[src/rtl/clkmon_pkg.sv]
package clkmon_pkg;
  localparam int ADDR_W = 4;

  localparam logic [ADDR_W-1:0] A_CTRL     = 4'd0;
  localparam logic [ADDR_W-1:0] A_STATUS   = 4'd1;
  localparam logic [ADDR_W-1:0] A_IEN      = 4'd2;
  localparam logic [ADDR_W-1:0] A_PER_MIN  = 4'd3;
  localparam logic [ADDR_W-1:0] A_PER_MAX  = 4'd4;
  localparam logic [ADDR_W-1:0] A_DV_MAX   = 4'd5;
  localparam logic [ADDR_W-1:0] A_VAL_MIN  = 4'd6;
  localparam logic [ADDR_W-1:0] A_PERIOD   = 4'd8;
  localparam logic [ADDR_W-1:0] A_HIGH     = 4'd9;
  localparam logic [ADDR_W-1:0] A_DUTYVAR  = 4'd10;
  localparam logic [ADDR_W-1:0] A_VAL_CNT  = 4'd11;

  localparam int CLR_BIT = 24;
  localparam int NUM_EV  = 7;

  // strobes from datapath to control, valid for one reference cycle
  typedef struct packed {
    logic meas;    // armed rising edge: a measurement completes
    logic stall;   // period counter reaches saturation
    logic perOk;   // period inside window (meaningful with meas)
    logic dutyOk;  // duty variation under ceiling (meaningful with meas)
  } dpStb_t;
endpackage

[src/rtl/clkmon_datapath.sv]
module clkmon_datapath
  import clkmon_pkg::*;
#(
  parameter int CNT_W = 16
) (
  input  logic             clk,
  input  logic             rstN,
  input  logic             clkIn32,
  input  logic             clrCnt,
  input  logic [CNT_W-1:0] perMin,
  input  logic [CNT_W-1:0] perMax,
  input  logic [CNT_W-1:0] dvMax,
  output logic [CNT_W-1:0] periodQ,
  output logic [CNT_W-1:0] highQ,
  output logic [CNT_W-1:0] dutyVarQ,
  output dpStb_t           stb
);
  localparam logic [CNT_W-1:0] SAT = '1;
  localparam logic [CNT_W-1:0] ONE = CNT_W'(1);

  logic [1:0]       syncQ;
  logic             prevQ;
  logic             armedQ;
  logic [CNT_W-1:0] perCnt;
  logic [CNT_W-1:0] hiCnt;
  logic [CNT_W-1:0] halfPer;
  logic [CNT_W-1:0] dvNow;
  logic             riseNow;

  always_ff @(posedge clk or negedge rstN) begin
    if (!rstN) begin
      syncQ <= '0;
      prevQ <= 1'b0;
    end else begin
      syncQ <= {syncQ[0], clkIn32};
      prevQ <= syncQ[1];
    end
  end

  assign riseNow = syncQ[1] & ~prevQ;
  assign halfPer = perCnt >> 1;
  assign dvNow   = (hiCnt >= halfPer) ? (hiCnt - halfPer) : (halfPer - hiCnt);

  always_comb begin
    stb.meas   = riseNow && armedQ && !clrCnt;
    stb.stall  = !riseNow && !clrCnt && (perCnt == SAT - ONE);
    stb.perOk  = (perCnt >= perMin) && (perCnt <= perMax);
    stb.dutyOk = (dvNow <= dvMax);
  end

  always_ff @(posedge clk or negedge rstN) begin
    if (!rstN) begin
      perCnt   <= '0;
      hiCnt    <= '0;
      armedQ   <= 1'b0;
      periodQ  <= '0;
      highQ    <= '0;
      dutyVarQ <= '0;
    end else if (clrCnt) begin
      perCnt   <= '0;
      hiCnt    <= '0;
      armedQ   <= 1'b0;
      periodQ  <= '0;
      highQ    <= '0;
      dutyVarQ <= '0;
    end else begin
      if (riseNow) begin
        perCnt <= ONE;
        hiCnt  <= ONE;
        armedQ <= 1'b1;
      end else begin
        if (perCnt != SAT) perCnt <= perCnt + ONE;
        if (syncQ[1] && hiCnt != SAT) hiCnt <= hiCnt + ONE;
        if (stb.stall) armedQ <= 1'b0;
      end
      if (stb.meas) begin
        periodQ  <= perCnt;
        highQ    <= hiCnt;
        dutyVarQ <= dvNow;
      end
    end
  end
endmodule

[src/rtl/clkmon_ctrl.sv]
module clkmon_ctrl
  import clkmon_pkg::*;
#(
  parameter int CNT_W = 16,
  parameter int VC_W  = 8
) (
  input  logic              clk,
  input  logic              rstN,
  input  logic              wrEn,
  input  logic [ADDR_W-1:0] addr,
  input  logic [31:0]       wrData,
  output logic [31:0]       rdData,
  output logic              irq,
  input  dpStb_t            stb,
  input  logic [CNT_W-1:0]  periodQ,
  input  logic [CNT_W-1:0]  highQ,
  input  logic [CNT_W-1:0]  dutyVarQ,
  output logic [CNT_W-1:0]  perMin,
  output logic [CNT_W-1:0]  perMax,
  output logic [CNT_W-1:0]  dvMax,
  output logic              clrCnt
);
  localparam logic [VC_W-1:0] VC_SAT = '1;

  logic [2:0]        chkEn;
  logic [NUM_EV-1:0] ienQ;
  logic [NUM_EV-1:0] statusQ;
  logic [NUM_EV-1:0] setVec;
  logic [NUM_EV-1:0] clrVec;
  logic [VC_W-1:0]   validMinQ;
  logic [VC_W-1:0]   validCntQ;
  logic [VC_W-1:0]   cntInc;
  logic              validStateQ;
  logic              failNow;
  logic              goodNow;
  logic              reachNow;
  logic              badNow;

  function automatic logic wrHit(input logic [ADDR_W-1:0] a);
    return wrEn && (addr == a);
  endfunction

  assign clrCnt  = wrHit(A_CTRL) && wrData[CLR_BIT];
  assign failNow = stb.meas && ((chkEn[0] && !stb.perOk) || (chkEn[1] && !stb.dutyOk));
  assign goodNow = stb.meas && !failNow;
  assign badNow  = failNow || stb.stall;
  assign cntInc  = (validCntQ == VC_SAT) ? validCntQ : validCntQ + VC_W'(1);
  assign reachNow = chkEn[2] && goodNow && !validStateQ && (cntInc >= validMinQ);

  always_comb begin
    setVec    = '0;
    setVec[0] = stb.meas;
    setVec[1] = stb.meas && chkEn[0] && stb.perOk;
    setVec[2] = stb.meas && chkEn[1] && stb.dutyOk;
    setVec[3] = failNow;
    setVec[4] = stb.stall;
    setVec[5] = reachNow;
    setVec[6] = validStateQ && badNow;
    clrVec    = wrHit(A_STATUS) ? wrData[NUM_EV-1:0] : '0;
  end

  always_ff @(posedge clk or negedge rstN) begin
    if (!rstN) begin
      chkEn       <= '0;
      ienQ        <= '0;
      statusQ     <= '0;
      perMin      <= '0;
      perMax      <= '0;
      dvMax       <= '0;
      validMinQ   <= '0;
      validCntQ   <= '0;
      validStateQ <= 1'b0;
    end else begin
      if (wrHit(A_CTRL))    chkEn     <= wrData[2:0];
      if (wrHit(A_IEN))     ienQ      <= wrData[NUM_EV-1:0];
      if (wrHit(A_PER_MIN)) perMin    <= wrData[CNT_W-1:0];
      if (wrHit(A_PER_MAX)) perMax    <= wrData[CNT_W-1:0];
      if (wrHit(A_DV_MAX))  dvMax     <= wrData[CNT_W-1:0];
      if (wrHit(A_VAL_MIN)) validMinQ <= wrData[VC_W-1:0];
      statusQ <= (statusQ & ~clrVec) | setVec;

      if (clrCnt) begin
        validCntQ   <= '0;
        validStateQ <= 1'b0;
      end else begin
        if (chkEn[2]) begin
          if (badNow)       validCntQ <= '0;
          else if (goodNow) validCntQ <= cntInc;
        end
        if (badNow)        validStateQ <= 1'b0;
        else if (reachNow) validStateQ <= 1'b1;
      end
    end
  end

  assign irq = |(statusQ & ienQ);

  always_comb begin
    rdData = '0;
    unique case (addr)
      A_CTRL:    rdData[2:0]        = chkEn;
      A_STATUS:  rdData[NUM_EV-1:0] = statusQ;
      A_IEN:     rdData[NUM_EV-1:0] = ienQ;
      A_PER_MIN: rdData[CNT_W-1:0]  = perMin;
      A_PER_MAX: rdData[CNT_W-1:0]  = perMax;
      A_DV_MAX:  rdData[CNT_W-1:0]  = dvMax;
      A_VAL_MIN: rdData[VC_W-1:0]   = validMinQ;
      A_PERIOD:  rdData[CNT_W-1:0]  = periodQ;
      A_HIGH:    rdData[CNT_W-1:0]  = highQ;
      A_DUTYVAR: rdData[CNT_W-1:0]  = dutyVarQ;
      A_VAL_CNT: rdData[VC_W-1:0]   = validCntQ;
      default:   rdData = '0;
    endcase
  end
endmodule

[src/rtl/clkmon_top.sv]
module clkmon_top
  import clkmon_pkg::*;
#(
  parameter int CNT_W = 16,
  parameter int VC_W  = 8
) (
  input  logic              clk,
  input  logic              rstN,
  input  logic              clkIn32,
  input  logic              wrEn,
  input  logic [ADDR_W-1:0] addr,
  input  logic [31:0]       wrData,
  output logic [31:0]       rdData,
  output logic              irq
);
  dpStb_t           stb;
  logic [CNT_W-1:0] periodQ;
  logic [CNT_W-1:0] highQ;
  logic [CNT_W-1:0] dutyVarQ;
  logic [CNT_W-1:0] perMin;
  logic [CNT_W-1:0] perMax;
  logic [CNT_W-1:0] dvMax;
  logic             clrCnt;

  clkmon_datapath #(.CNT_W(CNT_W)) dp_i (
    .clk(clk), .rstN(rstN), .clkIn32(clkIn32), .clrCnt(clrCnt),
    .perMin(perMin), .perMax(perMax), .dvMax(dvMax),
    .periodQ(periodQ), .highQ(highQ), .dutyVarQ(dutyVarQ), .stb(stb)
  );

  clkmon_ctrl #(.CNT_W(CNT_W), .VC_W(VC_W)) ctl_i (
    .clk(clk), .rstN(rstN), .wrEn(wrEn), .addr(addr), .wrData(wrData),
    .rdData(rdData), .irq(irq), .stb(stb),
    .periodQ(periodQ), .highQ(highQ), .dutyVarQ(dutyVarQ),
    .perMin(perMin), .perMax(perMax), .dvMax(dvMax), .clrCnt(clrCnt)
  );
endmodule

[config.mk]
export PLATFORM = sky130hd
export DESIGN_NAME = clkmon_top
export DESIGN_NICKNAME = d
export VERILOG_FILES = /design/src/rtl/clkmon_pkg.sv /design/src/rtl/clkmon_datapath.sv /design/src/rtl/clkmon_ctrl.sv /design/src/rtl/clkmon_top.sv
export SDC_FILE = /design/constraint.sdc
export NUM_CORES = 1
export LEC_CHECK = 0
export BUFFER_PORTS_ARGS = -buffer_cell sky130_fd_sc_hd__buf_4
export CAP_MARGIN = 30
export CELL_PAD_IN_SITES_DETAIL_PLACEMENT = 0
export CELL_PAD_IN_SITES_GLOBAL_PLACEMENT = 2
export CORE_MARGIN = 1.5
export CORE_UTILIZATION = 36
export CTS_BUF_LIST = sky130_fd_sc_hd__clkbuf_4 sky130_fd_sc_hd__clkbuf_8
export DETAILED_ROUTE_END_ITERATION = 8
export PLACE_DENSITY = 0.85
export SYNTH_ARGS = -nofsm -noshare
export SYNTH_HDL_FRONTEND = slang
export SYNTH_SLANG_ARGS = --single-unit
[constraint.sdc]
create_clock -name clk -period 4.6 [get_ports clk]
set_input_delay 0.92 -clock clk [delete_from_list [all_inputs] [get_ports clk]]
set_output_delay 0.92 -clock clk [all_outputs]
set_load 0.01 [all_outputs]
Yosys cells after proc, flatten, opt, wreduce, memory -nomap -nowiden. Index checks and enable logic that the tools add are counted.

Word-level logic and storage cells: 120. Bits of input ports: 40. Output and inout port bits: 33. Register bits: 166.

$add $sub $neg: 5. Order comparisons: 5. Eq/ne operators: 14. Bitwise operators: 6. Multiplexer cells: 29. Reduce and logical (&&, ||, !) cells: 44.

Operator list (count): $mux W16 (13); $pmux W8 S6 (1); $mux W8 (5); $pmux W4 S10 (1); $pmux W3 S11 (1); $add A16 B1 Y16 const B (2); $le A16 B16 Y1 (2); $ne A16 B16 Y1 const B (2); $logic_and A1 B1 Y1 (26); $eq A16 B16 Y1 const B (1); $eq A4 B4 Y1 const B (4); $ge A16 B15 Y1 (1); $ge A16 B16 Y1 (1); $sub A15 B16 Y16 (1); $sub A16 B15 Y16 (1); $reduce_bool A3 Y1 (5); $and A7 B7 Y7 (2); $eq A4 B3 Y1 const B (3); $add A8 B1 Y8 const B (1); $eq A4 B2 Y1 const B (2); $eq A8 B8 Y1 const B (1); $ge A8 B8 Y1 (1); $pmux W1 S8 (1); $mux W7 (1); 12 further kinds (24).

Longest topological paths before layout.
Depth after elaboration: 15. Depth in mapped cells: 22.

By module. A second synthesis with hierarchy kept.

Cell total of the unflattened synthesis: 1209. Area, all modules: 11270.8 µm².

Modules (own cells, without submodules): clkmon_datapath (cells an instance 768, times used 1, area each 6437.4 µm²); clkmon_ctrl (cells an instance 441, times used 1, area each 4833.4 µm²).

Worst setup path after synthesis. Ideal clock, no wire load.

Kind: reg-to-reg. Start: register dp_i.hiCnt[1]. End: register ctl_i.validCntQ[0]. Required time: 4.521 ns. Clock period less this slack: 4.320 ns. Cell stages (with the launch flop): 19. Arrival: 4.241 ns. Path buffers: 1. Setup slack: 0.280 ns. Path through: dfrtp_1 > inv_1 > ha_1 > nor2b_1 > o31a_1 > or4_1 > a311o_1 > a311oi_1 > a221oi_1 > xor2_1 > ha_1 > and4_1 > a221oi_1 > nand3_1 > o31a_1 > a22oi_1 > clkbuf_1 > nand3_1 > mux2i_1.

Cells in the longest elaborated chain, start to end: 11. Elaborated cells between the ends (all ways): 17.

Ends and longest elaborated chain: start, declared (line clkmon_datapath.sv:25) `logic [CNT_W-1:0] hiCnt;`; start signal, assigned (line clkmon_datapath.sv:73) `if (syncQ[1] && hiCnt != SAT) hiCnt <= hiCnt + ONE;`; $sub A15 B16 Y16, or another cell as far along (line clkmon_datapath.sv:42) `assign dvNow = (hiCnt >= halfPer) ? (hiCnt - halfPer) : (halfPer - hiCnt);`; $mux W16 * (line clkmon_datapath.sv:42); $le A16 B16 Y1 * (line clkmon_datapath.sv:48) `stb.dutyOk = (dvNow <= dvMax);`; $logic_not A1 Y1 * (line clkmon_ctrl.sv:44) `assign failNow = stb.meas && ((chkEn[0] && !stb.perOk) || (chkEn[1] && !stb.dutyOk));`; $logic_and A1 B1 Y1 * (line clkmon_ctrl.sv:44); $logic_or A1 B1 Y1 * (line clkmon_ctrl.sv:44); $logic_and A1 B1 Y1 * (line clkmon_ctrl.sv:44); $logic_or A1 B1 Y1 or $logic_not A1 Y1 (tied branches) (line clkmon_ctrl.sv:46, clkmon_ctrl.sv:45); $mux W8 or $logic_and A1 B1 Y1 (tied branches) (line clkmon_ctrl.sv:87, clkmon_ctrl.sv:45); $mux W8 or $reduce_bool A3 Y1 (tied branches); $mux W8 or $reduce_and A2 Y1 (tied branches); end signal, assigned (line clkmon_ctrl.sv:88) `else if (goodNow) validCntQ <= cntInc;`; end, declared (line clkmon_ctrl.sv:31) `logic [VC_W-1:0] validCntQ;`.

Every way passes the cells marked *; elsewhere a longest branch is shown, timed or not. The select of a mux whose other input is x is not followed. A chain may end at the register's enable or synchronous reset.

Final worst setup path.
Start: register dp_i.perCnt[2]. End: register ctl_i.validStateQ.

Cells in the longest elaborated chain, start to end: 13. Elaborated cells between the ends (all ways): 25.

Ends and longest elaborated chain: start, declared (line clkmon_datapath.sv:24) `logic [CNT_W-1:0] perCnt;`; start signal, assigned (line clkmon_datapath.sv:72) `if (perCnt != SAT) perCnt <= perCnt + ONE;`; $sub A15 B16 Y16, or another cell as far along (line clkmon_datapath.sv:42); $mux W16 (line clkmon_datapath.sv:42); $le A16 B16 Y1 (line clkmon_datapath.sv:48); $logic_not A1 Y1 (line clkmon_ctrl.sv:44); $logic_and A1 B1 Y1 (line clkmon_ctrl.sv:44); $logic_or A1 B1 Y1 (line clkmon_ctrl.sv:44); $logic_and A1 B1 Y1 (line clkmon_ctrl.sv:44); $logic_not A1 Y1 (line clkmon_ctrl.sv:45) `assign goodNow = stb.meas && !failNow;`; $logic_and A1 B1 Y1 (line clkmon_ctrl.sv:45); $logic_and A1 B1 Y1 (3 in series) (line clkmon_ctrl.sv:48) `assign reachNow = chkEn[2] && goodNow && !validStateQ && (cntInc >= validMinQ);`; $reduce_bool A3 Y1 (no line); end signal, assigned (line clkmon_ctrl.sv:72) `validStateQ <= 1'b0;`; end signal, assigned (line clkmon_ctrl.sv:84) `validStateQ <= 1'b0;`; end signal, assigned (line clkmon_ctrl.sv:90) `if (badNow) validStateQ <= 1'b0;`; end, declared (line clkmon_ctrl.sv:33) `logic validStateQ;`.

Parallel ways exist; a longest one is shown, timed or not.

==> impl_metrics.env <==
export IMPL_max_cap_violations=0
export IMPL_p_seq_share_pct=25.2
export IMPL_cts_tree="done"
export IMPL_die_h_microns=174
export IMPL_use_met3_pct=3.17
export IMPL_antenna_left=0
export IMPL_reg2reg_from="dp_i.perCnt[2]$_DFFE_PN0P_"
export IMPL_whs_path_depth=0
export IMPL_hold_worst_slack_ns=0.365
export IMPL_initial_core_util_pct=36.6
export IMPL_seq_area_frac_synth_pct=39.4
export IMPL_hp_class="register to register"
export IMPL_r2r_setup_slack_ns=0.02
export IMPL_grt_pass1_wl_mm=52.5
export IMPL_dpl_hpwl_mm=25.2
export IMPL_rsz0062_at_grt="yes"
export IMPL_setup_viol=0
export IMPL_fmax_ghz=0.218
export IMPL_finalHoldViolCount=0
export IMPL_endpoint_kind="register"
export IMPL_grt_max_degree=91
export IMPL_netSwitchingFraction_pct=40.1
export IMPL_root_buffer="clkbuf_8"
export IMPL_worstHoldStart="dp_i.syncQ[0]$_DFF_PN0_"
export IMPL_first_iter_violations=609
export IMPL_irDropWorstVdd_mv=0.284
export IMPL_final_net_count=1397
export IMPL_slowest_delay_ns=0.49
export IMPL_busiest_layer="met2"
export IMPL_yosys_warnings=0
export IMPL_synth_seq_cells=166
export IMPL_antenna_found_initial=0
export IMPL_power_share_clock_pct=15.0
export IMPL_die_x_microns=174
export IMPL_core_area_sq_mm=0.0288
export IMPL_clk_latency_ns=0.48
export IMPL_cts_htree_levels=4
export IMPL_core_rowCount=62
export IMPL_p_comb_share_pct=59.8
export IMPL_place_congestion=0.873
export IMPL_ctsHoldBuffers=0
export IMPL_tightest_slew_ns=0.968
export IMPL_maxSlewHeadroom_pct=34.9
export IMPL_synth_edf_count=0
export IMPL_vias=9167
export IMPL_drc=0
export IMPL_diodes=0
export IMPL_drive_gt1_share_pct=26.1
export IMPL_min_period_ns=4.58
export IMPL_final_common_cell="buf_4"
export IMPL_dr_pass1_iters=5
export IMPL_drt_total_wl_mm=33.3
export IMPL_async_flop_share_pct=100
export IMPL_slowest_stage="or4_4"
export IMPL_port_buffers=41
export IMPL_routedWlPerCell_microns=20.1
export IMPL_ys_types=66
export IMPL_vias_per_cell=5.52
export IMPL_cp_required_ns=4.99
export IMPL_grt_overflow_total=0
export IMPL_power_density_mw_per_mm2=614
export IMPL_use_met1_pct=30.7
export IMPL_cts_buffers=17
export IMPL_synth_area_per_cell_sq_um=9.49
export IMPL_synthCells=1111
export IMPL_grt_usage_pct=22.4
export IMPL_switchingPower_mw=3.18
export IMPL_path_class="register to register"
export IMPL_cellLeakagePower_nw=6.06
export IMPL_fillers=2830
export IMPL_crit_chain="ha_4, nor2b_4, o31a_1, or4_4, a311o_1, a311oi_2, a221oi_2, xor2_2, ha_4, and4_4, a221oi_2, buf_4, nand3_2, o31a_1, a22oi_2, buf_6, nand4_1, a211oi_2"
export IMPL_cts_buffer_depth=2
export IMPL_setup_tns_final_ns=0
export IMPL_clk_pin_slew_worst_paths_ns=0.10
export IMPL_cp_max_fo=6
export IMPL_netlist_area_sq_mm=0.0105
export IMPL_cts_sinks=166
export IMPL_first_global_vias=8943
export IMPL_synth_ff_type="dfrtp_1"
export IMPL_internal_power_mw=4.75
export IMPL_die_area_sq_mm=0.0303
export IMPL_ios=73
export IMPL_maxSlewViolCount=0
export IMPL_period_share_pct=99.6
export IMPL_use_met2_pct=37.1
export IMPL_final_cell_mix="buf_4, dfrtp_1, nand2_1, inv_1, ha_1"
export IMPL_arrival_ns=4.97
export IMPL_outcome="complete, no violations"
export IMPL_area_delta_synth_final_pct=22.3
export IMPL_skew_ns=0.0194
export IMPL_reg2reg_depth=18
export IMPL_critPathLaunchType="register"
export IMPL_r2r_end="ctl_i.validStateQ$_DFFE_PN0P_"
export IMPL_min_to="dp_i.syncQ[1]$_DFF_PN0_"
## layer usage
metal | vias up | part of all wire [%]
li1 | 4291 | -
met1 | 4563 | 46
met2 | 278 | 48
met3 | 35 | 4.6
met4 | 0 | 1.8
met5 | - | 0
## Yosys cell counts (6+ instances only)
| cell | instances | area, sq um |
|---|---|---|
| a211oi_1 | 6 | 45.0 |
| a21o_1 | 13 | 97.6 |
| a21oi_1 | 43 | 215 |
| a221oi_1 | 10 | 87.6 |
| a22o_1 | 22 | 193 |
| a22oi_1 | 44 | 330 |
| a31oi_1 | 20 | 125 |
| and3_1 | 16 | 100 |
| and4_1 | 6 | 52.6 |
| buf_2 | 10 | 50.1 |
| buf_4 | 16 | 120 |
| clkbuf_1 | 30 | 113 |
| dfrtp_1 | 166 | 4150 |
| ha_1 | 90 | 1130 |
| inv_1 | 91 | 342 |
| mux2_2 | 67 | 754 |
| nand2_1 | 99 | 372 |
| nand2b_1 | 10 | 62.6 |
| nand3_1 | 40 | 200 |
| nand4_1 | 22 | 138 |
| nor2_1 | 66 | 248 |
| nor2b_1 | 10 | 62.6 |
| nor3_1 | 18 | 90.1 |
| nor3b_1 | 6 | 45.0 |
| o21a_1 | 6 | 45.0 |
| o21ai_0 | 60 | 300 |
| xnor2_1 | 35 | 307 |
| xor2_1 | 9 | 78.8 |
## worst max-delay path by stage
stage | slack (ns) | start | to | cells past startpoint
global placement | -0.09 | dp_i.perCnt[2]$_DFFE_PN0P_ | ctl_i.validCntQ[1]$_DFFE_PN0P_ | 20
global route | -0.13 | dp_i.hiCnt[0]$_DFFE_PN0P_ | ctl_i.validStateQ$_DFFE_PN0P_ | 20
CTS | -0.009 | dp_i.hiCnt[1]$_DFFE_PN0P_ | ctl_i.validCntQ[3]$_DFFE_PN0P_ | 21
finish | 0.02 | dp_i.perCnt[2]$_DFFE_PN0P_ | ctl_i.validStateQ$_DFFE_PN0P_ | 18
detailed placement | -0.14 | dp_i.perCnt[2]$_DFFE_PN0P_ | ctl_i.validCntQ[1]$_DFFE_PN0P_ | 20
floorplan | 0.28 | dp_i.hiCnt[1]$_DFFE_PN0P_ | ctl_i.validCntQ[0]$_DFFE_PN0P_ | 18
## layout make-up
| type | instances | area, sq um | area share, % |
|---|---|---|---|
| clock buffers | 20 | 263 | 2.04 |
| multi-input cells | 808 | 6100 | 47.3 |
| repair buffers | 181 | 1380 | 10.7 |
| clock inverters | 11 | 175 | 1.36 |
| well taps | 384 | 480 | 3.73 |
| inverters | 91 | 342 | 2.65 |
| flip-flops and latches | 166 | 4160 | 32.2 |
## power by group through the flow
stage | Combinational (mW) | Clock (mW) | Sequential [mW]
after floorplan | 2.32 | 0 | 1.93
after global placement | 3.96 | 0 | 2.01
after detailed placement | 4.00 | 0 | 2.02
after CTS | 4.22 | 1.21 | 1.99
after global routing | 5.16 | 1.26 | 2.03
final | 4.74 | 1.19 | 2.00
## stage by stage
| step | instance area, sq um | std cells | power [mW] | util [%] | setup WS (ns) |
|---|---|---|---|---|---|
| after global placement | 12100 | 1620 | 5.97 | 42.0 | -0.0945 |
| final | 12900 | 1661 | 7.93 | 44.8 | 0.0194 |
| after global routing | 12900 | 1661 | 8.45 | 44.8 | -0.133 |
| after floorplan | 10600 | 1126 | 4.25 | - | 0.280 |
| after detailed placement | 12100 | 1620 | 6.02 | 42.0 | -0.145 |
| after CTS | 12600 | 1654 | 7.41 | 43.9 | -0.00938 |
## state kept, by name, indices dropped and copies added (netlist names)
register	count
ctl_i.statusQ	7
dp_i.perCnt	16
dp_i.hiCnt	16
dp_i.dutyVarQ	16
ctl_i.validStateQ	1
ctl_i.validMinQ	8
ctl_i.dvMax	16
ctl_i.chkEn	3
dp_i.highQ	16
dp_i.prevQ	1
ctl_i.ienQ	7
ctl_i.validCntQ	8
dp_i.armedQ	1
ctl_i.perMin	16
dp_i.syncQ	2
ctl_i.perMax	16
dp_i.periodQ	16
## cells by family after synthesis
kind of cell    count (synthesis)  synth area share (%)
compound gates                275                  18.0
simple gates                  309                  14.0
fa+ha+maj                      92                  11.1
mux                            72                  7.63
other cells                     1                0.0356
buf+inv                       152                  6.17
flops                         166                  39.4
xor+xnor                       44                  3.65
## worst max-delay path, delay by kind of cell, from the launching register on
kind	cells	cell delay, ns
AOI/OAI and AO/OA	8	1.87
and+or+nand+nor	5	1.01
adders and majority gates	2	0.52
DFF	1	0.46
buffers and inverters	2	0.32
xor gates and xnor gates	1	0.28
## timing repair
| item | in CTS | in global routing |
|---|---|---|
| setup buffers | 4 | 8 |
| endpoints found under the setup margin | 11 | 12 |
| pin swaps | 10 | 40 |
| hold endpoints to repair | 0 | 0 |
| resized for setup | 14 | 43 |
(Power assumes the default switching activity.)
